$ cat config.mk
export PLATFORM = sky130hd
export DESIGN_NAME = pmul_regif
export DESIGN_NICKNAME = d
export VERILOG_FILES = /design/src/rtl/pmul_regs_pkg.sv /design/src/rtl/pmul_go_edge.sv /design/src/rtl/pmul_word_buf.sv /design/src/rtl/pmul_regif.sv
export SDC_FILE = /design/constraint.sdc
export NUM_CORES = 1
export LEC_CHECK = 0
export BUFFER_PORTS_ARGS = -buffer_cell sky130_fd_sc_hd__buf_2
export CAP_MARGIN = 5
export CORE_MARGIN = 4
export CORE_UTILIZATION = 62
export DETAILED_ROUTE_END_ITERATION = 16
export PLACE_DENSITY = 0.78
export SYNTH_ARGS = -nofsm -noshare
export SYNTH_HDL_FRONTEND = slang
export SYNTH_SLANG_ARGS = --single-unit
$ cat constraint.sdc
create_clock -name clk -period 2 [get_ports clk]
set_input_delay 0.2 -clock clk [delete_from_list [all_inputs] [get_ports clk]]
set_output_delay 0.2 -clock clk [all_outputs]
set_load 0.01 [all_outputs]
$ cat src/rtl/pmul_regs_pkg.sv
package pmul_regs_pkg;
  localparam int unsigned DW = 32;

  // identification constants
  localparam logic [DW-1:0] ID_WORD0 = 32'h6563_6473;
  localparam logic [DW-1:0] ID_WORD1 = 32'h6132_3536;
  localparam logic [DW-1:0] REV_WORD = 32'h302E_3131;

  // word addresses (byte offset / 4)
  localparam int unsigned WA_ID0    = 0;
  localparam int unsigned WA_ID1    = 1;
  localparam int unsigned WA_REV    = 2;
  localparam int unsigned WA_CTRL   = 8;
  localparam int unsigned WA_STAT   = 9;
  localparam int unsigned WA_SCALAR = 32;
  localparam int unsigned WA_RES_X  = 40;
  localparam int unsigned WA_RES_Y  = 48;

  localparam int unsigned GO_BIT  = 1;
  localparam int unsigned RDY_BIT = 0;
  localparam int unsigned VLD_BIT = 1;

  function automatic logic [DW-1:0] ctrl_word(input logic go);
    logic [DW-1:0] w;
    w = '0;
    w[GO_BIT] = go;
    return w;
  endfunction

  function automatic logic [DW-1:0] stat_word(input logic vld);
    logic [DW-1:0] w;
    w = '0;
    w[RDY_BIT] = 1'b1;
    w[VLD_BIT] = vld;
    return w;
  endfunction
endpackage

$ cat src/rtl/pmul_go_edge.sv
module pmul_go_edge (
  input  logic clk,
  input  logic rst_n,
  input  logic level,
  output logic pulse
);
  logic level_d;

  always_ff @(posedge clk or negedge rst_n) begin
    if (!rst_n) level_d <= 1'b0;
    else        level_d <= level;
  end

  assign pulse = level & ~level_d;
endmodule

$ cat src/rtl/pmul_word_buf.sv
module pmul_word_buf #(
  parameter int unsigned WORDS = 8,
  parameter int unsigned DW    = 32,
  parameter int unsigned IDX_W = $clog2(WORDS)
) (
  input  logic                clk,
  input  logic                rst_n,
  input  logic                wr_en,
  input  logic [IDX_W-1:0]    wr_idx,
  input  logic [DW-1:0]       wr_data,
  output logic [WORDS*DW-1:0] words
);
  logic [DW-1:0] mem [WORDS];

  always_ff @(posedge clk or negedge rst_n) begin
    if (!rst_n) begin
      for (int i = 0; i < int'(WORDS); i++) mem[i] <= '0;
    end else if (wr_en) begin
      mem[wr_idx] <= wr_data;
    end
  end

  for (genvar g = 0; g < int'(WORDS); g++) begin : g_flat
    assign words[g*DW +: DW] = mem[g];
  end
endmodule

$ cat src/rtl/pmul_regif.sv
module pmul_regif
  import pmul_regs_pkg::*;
#(
  parameter int unsigned ADDR_W = 6,
  parameter int unsigned WORDS  = 8,
  parameter int unsigned IDX_W  = $clog2(WORDS)
) (
  input  logic              clk,
  input  logic              rst_n,
  input  logic              bus_cs,
  input  logic              bus_we,
  input  logic [ADDR_W-1:0] bus_addr,
  input  logic [DW-1:0]     bus_wdata,
  output logic [DW-1:0]     bus_rdata,
  output logic              eng_start,
  input  logic              eng_done,
  input  logic [IDX_W-1:0]  eng_k_idx,
  output logic [DW-1:0]     eng_k_word,
  input  logic              eng_res_we,
  input  logic              eng_res_sel,
  input  logic [IDX_W-1:0]  eng_res_idx,
  input  logic [DW-1:0]     eng_res_word
);
  localparam int unsigned FLAT_W = WORDS * DW;

  function automatic logic in_region(input logic [ADDR_W-1:0] a, input int unsigned base);
    logic [31:0] wide;
    wide = {{(32-ADDR_W){1'b0}}, a};
    return (wide >> IDX_W) == (base >> IDX_W);
  endfunction

  function automatic logic at_addr(input logic [ADDR_W-1:0] a, input int unsigned wa);
    return {{(32-ADDR_W){1'b0}}, a} == wa;
  endfunction

  // named events for the checker
  logic rd_req, wr_req;
  logic ctrl_q, valid_q;
  logic hit_k, hit_x, hit_y;
  logic [IDX_W-1:0] bus_idx;
  logic [DW-1:0] rd_next;
  logic [FLAT_W-1:0] k_flat;
  logic [FLAT_W-1:0] res_flat [2];

  assign rd_req  = bus_cs & ~bus_we;
  assign wr_req  = bus_cs & bus_we;
  assign bus_idx = bus_addr[IDX_W-1:0];
  assign hit_k   = in_region(bus_addr, WA_SCALAR);
  assign hit_x   = in_region(bus_addr, WA_RES_X);
  assign hit_y   = in_region(bus_addr, WA_RES_Y);

  // control: only the start bit is kept
  always_ff @(posedge clk or negedge rst_n) begin
    if (!rst_n) ctrl_q <= 1'b0;
    else if (wr_req && at_addr(bus_addr, WA_CTRL)) ctrl_q <= bus_wdata[GO_BIT];
  end

  pmul_go_edge u_edge (
    .clk   (clk),
    .rst_n (rst_n),
    .level (ctrl_q),
    .pulse (eng_start)
  );

  // valid: start has priority over a coincident done
  always_ff @(posedge clk or negedge rst_n) begin
    if (!rst_n)        valid_q <= 1'b0;
    else if (eng_start) valid_q <= 1'b0;
    else if (eng_done)  valid_q <= 1'b1;
  end

  pmul_word_buf #(.WORDS(WORDS), .DW(DW)) u_scalar (
    .clk     (clk),
    .rst_n   (rst_n),
    .wr_en   (wr_req & hit_k),
    .wr_idx  (bus_idx),
    .wr_data (bus_wdata),
    .words   (k_flat)
  );

  for (genvar g = 0; g < 2; g++) begin : g_res
    pmul_word_buf #(.WORDS(WORDS), .DW(DW)) u_res (
      .clk     (clk),
      .rst_n   (rst_n),
      .wr_en   (eng_res_we && (eng_res_sel == g[0])),
      .wr_idx  (eng_res_idx),
      .wr_data (eng_res_word),
      .words   (res_flat[g])
    );
  end

  assign eng_k_word = k_flat[eng_k_idx*DW +: DW];

  always_comb begin
    rd_next = '0;
    if      (at_addr(bus_addr, WA_ID0))  rd_next = ID_WORD0;
    else if (at_addr(bus_addr, WA_ID1))  rd_next = ID_WORD1;
    else if (at_addr(bus_addr, WA_REV))  rd_next = REV_WORD;
    else if (at_addr(bus_addr, WA_CTRL)) rd_next = ctrl_word(ctrl_q);
    else if (at_addr(bus_addr, WA_STAT)) rd_next = stat_word(valid_q);
    else if (hit_k) rd_next = k_flat[bus_idx*DW +: DW];
    else if (hit_x) rd_next = res_flat[0][bus_idx*DW +: DW];
    else if (hit_y) rd_next = res_flat[1][bus_idx*DW +: DW];
  end

  always_ff @(posedge clk or negedge rst_n) begin
    if (!rst_n) bus_rdata <= '0;
    else        bus_rdata <= rd_req ? rd_next : '0;
  end
endmodule

==> flow_results.org, run 1 <==
** Synth
- The cell count after synthesis came out at 2427.
- Sequential share of the synthesized area :: 52.7%
- Counting flops and latches in the post-synthesis netlist gives 803.
- Averaged over all synthesized cells, the footprint is 15.7 sq um.
- Net Count, Synth :: 2510
- Count of flip-flops with a built-in enable after synthesis :: 0
- Number of distinct library cells after synthesis :: 55
- Among all flip-flop cells after synthesis, the most frequent one is dfrtp_1.
- Ys async rst share :: 100%
- For this run, the number of Yosys warnings is 0.
- Cell area after synthesis :: 38100 sq um

** Placement
- Port buffering added 147 buffers.
- Placed wire-length estimate :: 64200 um
- Routability congestion estimate from global placement :: 0.864

** Critical path
- Number of buffer and inverter stages on the critical path :: 1
- CP Class :: flop to output pin
- Critical path, cell by cell :: mux4_2, mux2_4, buf_6
- Top delay family on crit path :: multiplexers
- Tracing the worst setup path back leads to its startpoint at u_scalar.words[24].
- Number of cell instances on the worst register-to-register path :: 6
- The worst setup path is launched from a flop.
- Arr. time, crit path :: 1.96 ns
- Worst R2R Setup Slack :: 0.06 ns
- Along the worst path, the maximum fanout reaches 2.
- Worst reg2reg endpoint :: bus_rdata[23]
- CP peak stage delay :: 0.48 ns
- STA puts the critical path data required time at 1.80 ns.
- Crit Reg-Reg Startpoint :: u_scalar.words[119]
- CP endpoint kind :: output pin
- Critical path depth in cells :: 3
- End point of the critical path :: eng_k_word[24]
- Master of the slowest instance on the critical path :: mux4_2

** CTS
- The later pin in the worst-skew pair is clocked with a latency of 0.64 ns.
- Clock tree from TritonCTS :: done
- Clock transition at the registers of the reported paths :: 0.06 ns
- Maximum buffer depth of the clock tree :: 3
- Number of buffers created by CTS :: 83
- Clock tree synthesis selected as its root buffer the cell clkbuf_16.
- Total number of H-tree levels :: 3
- Clock sink count :: 803

** STA
- Worst setup margin :: -0.163 ns
- Setup violations remaining at the end of the flow were counted as 32.
- After layout, the minimum clock period comes to 2.16 ns.
- Setup repair after global routing could not meet its margin everywhere.
- Setup TNS Final :: -3.54 ns
- Max-slew violation total from the final report :: 0
- Maximum clock skew at final layout :: 0.0274 ns
- Measured against its own limit, the worst slew margin works out to 59.0%.
- Hold Violations, Final :: 0
- Dividing the final minimum period by the clock period gives 108%.
- Highest clock rate :: 462 MHz
- Actual slew at the worst max-slew pin :: 0.614 ns

** Power
- Power spread over the standard cell area amounts to 971 nW/um^2.
- For this design the static power due to leakage is 20.9 nW.
- Overall power consumption after layout is estimated at 44.4 mW.
- The worst-case IR drop observed on VDD is 0.000659 V.

** Routing
- Using the TritonRoute via totals, the vias-per-cell ratio works out to 6.60.
- WL final :: 104000 um
- After detailed routing, the average wire length per cell comes to 28.4 um.
- Final antenna-violating net count :: 0
- Number of DRC markers in iteration 0 :: 2128
- The first detailed-routing pass ran for 6 iterations.
- Via count of the routed design :: 24200
- In the routed design, unresolved DRC markers number 0.

** Floorplanning
- Measured along the x axis, the die boundary spans 256 um.
- Die Footprint :: 65500 sq um
- DIE HEIGHT :: 256 um
- Placeable core region :: 60600 sq um
- Total I/O pin count :: 148
- The initialized floorplan defines 90 standard-cell rows.
- Once the floorplan was initialized, standard cells occupied 62.9% of the core.

** Global route
- Congestion Overflow GR :: 0
- The first global-routing pass estimated 161000 um of wire.
- Met2 layer usage reported by global route :: 51.2%
- Vias in the first global route :: 26200
- Initial antenna violation count :: 10
- Total routing resource utilization after global routing :: 32.0%
- Grt peak-use layer :: met2
- Global routing used 5.70% of the available met3 tracks.
- Met1 routing resource usage after global routing :: 44.7%
- Pin count of the biggest net entering global routing :: 88

** Hold path
- Type of the worst min-delay path :: primary input to flop
- Worst hold path depth :: 2

** Final layout
- Cells with a size suffix above 1 make up 57.1% of the layout.
- Layout-stage area growth over the synthesis result :: 19.8%
- After filler insertion, the fill cell instance count of the layout stands at 3501.
- The final layout contains 2901 nets.

** Outcome
- Outcome :: finished, violations left
- Violated checks :: negative setup slack

** Job
- The tool flagged a number of max-cap violations equal to 0.
==> cells in the mapped netlist, types with 15 or more instances <==
cell type	count	area share, %
buf_2	50	0.66
o21ai_0	24	0.32
mux2_2	795	23
buf_6	19	0.56
buf_1	15	0.15
mux2i_1	119	3.1
buf_4	23	0.45
nand2_1	20	0.20
clkbuf_1	97	0.96
dfrtp_1	803	53
mux2_1	23	0.68
mux4_2	222	13
a21oi_1	24	0.32
nor2_1	33	0.32
==> cell type report <==
cell class                 count  area, sq um  area share, %
inverter                       2         7.51         0.0164
clock inverter                19          228          0.498
sequential                   803        20100           44.0
timing repair buffer         510         4600           10.1
multi-input combinational   1418        17200           37.6
antenna                        6         15.0         0.0329
tap                          782          978           2.14
clock buffer                 131         2580           5.65
==> kinds of logic (layout without fill, tap and decap cells) <==
| logic type | after synthesis | count (layout) | synth area share, % |
|---|---|---|---|
| xor gates and xnor gates | 1 | 1 | 0.0230 |
| buffers and inverters | 206 | 662 | 2.79 |
| other | 0 | 6 | 0 |
| DFF | 803 | 803 | 52.7 |
| and+or+nand+nor | 125 | 125 | 1.72 |
| AOI/OAI and AO/OA | 133 | 133 | 2.36 |
| muxes | 1159 | 1159 | 40.4 |
==> through the flow <==
| stage | instances | cell area [sq um] | setup WS (ns) | utilization, % | hold slack [ns] |
|---|---|---|---|---|---|
| 2_1_floorplan | 2427 | 38100 | 0.0974 | - | -0.0956 |
| 3_3_place_gp | 3352 | 41200 | -0.115 | 68.0 | 0.191 |
| 3_5_place_dp | 3352 | 41200 | -0.141 | 68.0 | 0.195 |
| 4_1_cts | 3635 | 45400 | -0.160 | 75.0 | 0.000931 |
| 5_1_grt | 3669 | 45700 | -0.187 | 75.4 | 0.0426 |
| 6_report | 3671 | 45700 | -0.163 | 75.4 | 0.0346 |
==> registers in the layout, summed over array words and instances (netlist names) <==
| signal | flops |
|---|---|
| valid_q | 1 |
| u_scalar.words | 256 |
| u_edge.level_d | 1 |
| bus_rdata | 32 |
| g_res.u_res.words | 512 |
| ctrl_q | 1 |
==> report_power, final <==
part / switching (mW) / internal (mW)
logic: 3.09 / 4.71
clock network: 6.40 / 9.49
registers: 1.55 / 19.1
==> repair_timing <==
action / CTS / global route
endpoints found under the setup margin: 32 / 32
buffers inserted: 96 / 30
endpoints found under the hold margin: 568 / 0
gates resized for setup: 64 / 3
hold buffers: 37 / 0
==> routing by layer <==
layer | part of all wire [%] | wire (um)
met1 | 41 | 43100
met2 | 49 | 50700
met3 | 6.6 | 6850
met4 | 3.4 | 3570
met5 | 0.063 | 66
==> layout by cell type (no fill, tap or decap), drive strengths merged, types with 2 or more instances in the layout <==
| cell | n |
|---|---|
| mux2 | 818 |
| dfrtp | 803 |
| buf | 473 |
| mux4 | 222 |
| clkbuf | 131 |
| mux2i | 119 |
| dlygate4sd3 | 37 |
| nor2 | 36 |
| a21oi | 24 |
| o21ai | 24 |
| nand2 | 24 |
| a22oi | 14 |
| nand3 | 13 |
| o22ai | 12 |
| nor3 | 12 |
| clkinv | 12 |
| a211oi | 11 |
| nand2b | 11 |
| nor2b | 9 |
| a221oi | 8 |
| diode | 6 |
| a21o | 6 |
| nand3b | 5 |
| a31oi | 5 |
| bufinv | 5 |
| o211ai | 4 |
| a311oi | 4 |
| a22o | 4 |
| inv | 4 |
| and2 | 3 |
| or3 | 3 |
| nor3b | 3 |
| nor4 | 2 |
| o311a | 2 |
| o2bb2ai | 2 |
| a2111oi | 2 |
| o31ai | 2 |
| o21bai | 2 |
==> how the worst min path moves through the flow <==
stage                               start                        end
after global placement              rst_n  g_res[0].u_res.words[183]
after detailed placement            rst_n  g_res[0].u_res.words[215]
after floorplan                     rst_n               bus_rdata[0]
after CTS                 eng_res_word[6]   g_res[0].u_res.words[38]
after global routing      eng_res_word[6]   g_res[0].u_res.words[38]
final                     eng_res_word[6]   g_res[0].u_res.words[38]
No activity file was read; power rests on OpenSTA's default activity.
==> run 2: changes to the inputs <==
- CORE_ASPECT_RATIO: default -> 1.75
- PLACE_DENSITY: 0.78 -> 0.88
==> run 2 against run 1 <==
  * The run still ends with negative setup slack left
  * First-iteration DRC count grew 26%
  * Core utilization shrank 1.2 points
  * Combinational power up 4.1%
  * Largest cell class unchanged
==> flow_results.org, run 2 (synthesis gave the netlist of run 1 again) <==
** Outcome
- Outcome :: finished, violations left (unchanged)
- Violated checks: negative setup slack (unchanged).

** Critical path
- Req. time, crit path :: 2.43 ns (was 1.80 ns)
- Arr. time, crit path :: 2.73 ns (was 1.96 ns)
- CP endpoint kind :: flop (was output pin)
- The family with the most delay on the worst path is compound AO/OA/AOI/OAI gates (was multiplexers).
- Critical path, cell by cell :: mux4_2, nor2_1, a2111oi_0, buf_4, a311oi_1, a21oi_1 (was mux4_2, mux2_4, buf_6)
- The library cell contributing the largest single delay on the critical path is a311oi_1 (was mux4_2).
- Number of buffer and inverter stages on the critical path :: 1 (unchanged)
- Kind of start point of the critical path :: flop (unchanged)
- The start-to-end type of the worst setup path is flop to flop (was flop to output pin).
- Maximum fanout along the worst path :: 2 (unchanged)
- CP peak stage delay :: 0.58 ns (was 0.48 ns)

** Global route
- The maximum number of pins on one net before global-route repair is 82 (was 88).
- The final global-route overflow total is 0 (unchanged).
- The overall track demand over capacity in global routing is 34.0% (was 32.0%).
- Vias in the first global route :: 27800 (was 26200)
- Initial antenna violation count :: 11 (was 10)
- The first-pass GRT wire length came to 170000 um (was 161000 um).

** Routing
- The wire length after detailed routing is 115000 um (was 104000 um).
- Number of DRC markers in iteration 0 :: 2681 (was 2128)
- The via density per instance is 6.95 (was 6.60).
- Avg WL per Cell :: 31.3 um (was 28.4 um)
- The number of nets still failing antenna checks after routing is 0 (unchanged).
- Iteration count of the initial detailed-routing pass :: 6 (unchanged)
- Remaining routing DRC violations :: 0 (unchanged)
- The total vias in the final route was 25700 (was 24200).

** Floorplanning
- Die Footprint :: 65700 sq um (was 65500 sq um)
- Total I/O pin count :: 148 (unchanged)
- The core outline area was 61100 sq um (was 60600 sq um).
- Effective utilization at floorplan :: 62.4% (was 62.9%)
- The row count is 120 (was 90).
- The y dimension of the die is 336 um (was 256 um).
- Chip Width :: 195 um (was 256 um)

** Job
- The number of max-capacitance violations reported is 0 (unchanged).

** CTS
- The clock slew seen by the registers of the worst setup and hold paths came to 0.07 ns (was 0.06 ns).
- Clock sink count :: 803 (unchanged)
- The insertion delay of the later-clocked pin in the worst-skew pair is 0.61 ns (was 0.64 ns).
- Total number of H-tree levels :: 3 (unchanged)
- Maximum buffer depth of the clock tree :: 3 (unchanged)
- Clk root buf :: clkbuf_16 (unchanged)
- Number of buffers created by CTS :: 69 (was 83)
- Clock tree from TritonCTS :: done (unchanged)

** STA
- Hold Violations, Final :: 0 (unchanged)
- The largest clock skew in the final design was 0.0177 ns (was 0.0274 ns).
- The measured slew at the worst slew-check pin was 0.732 ns (was 0.614 ns).
- The final count of pins violating max slew is 0 (unchanged).
- Highest clock rate :: 434 MHz (was 462 MHz)
- Worst setup margin :: -0.306 ns (was -0.163 ns)
- The final critical-path share of the clock period was 115% (was 108%).
- # setup viols final :: 34 (was 32)
- Setup repair after global routing missed its margin :: yes (unchanged)
- The worst max-slew margin expressed relative to the limit was 50.9% (was 59.0%).
- Setup TNS Final :: -3.89 ns (was -3.54 ns)
- The post-route minimum period is 2.31 ns (was 2.16 ns).

** Final layout
- Most common cell after layout, fill and taps aside :: dfrtp_1 (unchanged)
- Final-stage net count :: 2931 (was 2901)
- The flip-flop count of the largest register, all copies and words added came to 512 (unchanged).
- Fraction of layout cells with a size suffix above 1 :: 57.7% (was 57.1%)
- Commonest cells after routing, fill and taps aside :: dfrtp_1, mux2_2, buf_4, mux4_2, mux2i_1 (unchanged)
- Layout-stage area growth over the synthesis result :: 19.0% (was 19.8%)
- The final design utilization was 74.3% (was 75.4%).

** Power
- The power after layout came to 43.1 mW (was 44.4 mW).
- Power Dens Cells :: 949 nW/um^2 (was 971 nW/um^2)
- The cell leakage power came to 20.8 nW (was 20.9 nW).
- The worst vdd rail ir drop is 0.000648 V (was 0.000659 V).

** Placement
- Placed wire-length estimate :: 67700 um (was 64200 um)
- The worst-case setup slack after placement is -0.194 ns (was -0.141 ns).
- The global placement routability congestion was 0.939 (was 0.864).
- Count of input and output buffers :: 147 (unchanged)

** Hold path
- The worst hold path class is primary input to flop (unchanged).
[run 2: cell count changes in the layout (fill, tap and decap cells not counted), moves of 2 or more]
cell           previous run  this run
diode_2                   6         3
inv_6                     2         0
a221oi_1                  8         6
clkinvlp_4                0         5
clkbuf_8                 24        12
clkbuf_1                 20        14
a221oi_2                  0         2
buf_4                   263       323
dlygate4sd3_1            37        35
buf_12                   65        51
clkbuf_16                87        73
[run 2: cell type report]
class | instances | area, sq um
Timing Repair Buffer | 554 | 4750
Fill cell | 3259 | 15700
Sequential cell | 803 | 20100
Multi-Input combinational cell | 1418 | 17200
Clock buffer | 99 | 2040
Inverter | 2 | 7.51
Tap cell | 793 | 992
Antenna cell | 3 | 7.51
Clock inverter | 22 | 273
[run 2: worst register-to-register path: cells and delay by family, from the launching register on]
family | cells | cell delay, ns
mux | 1 | 0.47
buf+inv | 1 | 0.17
simple gates | 1 | 0.11
flops | 1 | 0.39
compound gates | 3 | 0.99
[run 2: repair_timing]
item                       in CTS  in global routing
hold buffers                   35                  0
setup endpoints to repair      32                 32
hold endpoints to repair      284                  0
setup buffers                 114                 53
pin swaps                       0                  0
resized for setup              65                  8
[run 2: power breakdown]
part / switching, mW / internal (mW)
Sequential: 1.73 / 19.1
Clock: 6.20 / 7.91
Combinational: 3.34 / 4.78
[run 2: layer usage]
layer	global-route usage, %	wire length (um)
met1	41.0	39100
met2	56.2	57100
met3	8.19	10600
met4	19.7	8530
met5	0	110
[run 2: final timing paths]
| check | cells past startpoint | slack, ns | start | to |
|---|---|---|---|---|
| worst max-delay path | 6 | -0.31 | g_res[1].u_res.words[120] | bus_rdata[24] |
| worst min-delay path | 2 | 0.05 | eng_res_word[20] | g_res[1].u_res.words[20] |
| worst max register to register | 6 | -0.31 | g_res[1].u_res.words[120] | bus_rdata[24] |
| worst min register to register | 0 | 0.43 | ctrl_q | u_edge.level_d |
| max in group asynchronous | 3 | 0.89 | rst_n | g_res[1].u_res.words[200] |
| min in group asynchronous | 2 | 0.13 | rst_n | u_scalar.words[136] |
[run 2: through the flow]
step / hold slack (ns) / instance area (sq um) / instances
floorplan: -0.0956 / 38100 / 2427
global placement: 0.192 / 41100 / 3368
detailed placement: 0.195 / 41100 / 3368
CTS: 0.00753 / 44900 / 3638
global route: 0.0544 / 45400 / 3693
finish: 0.0464 / 45400 / 3694
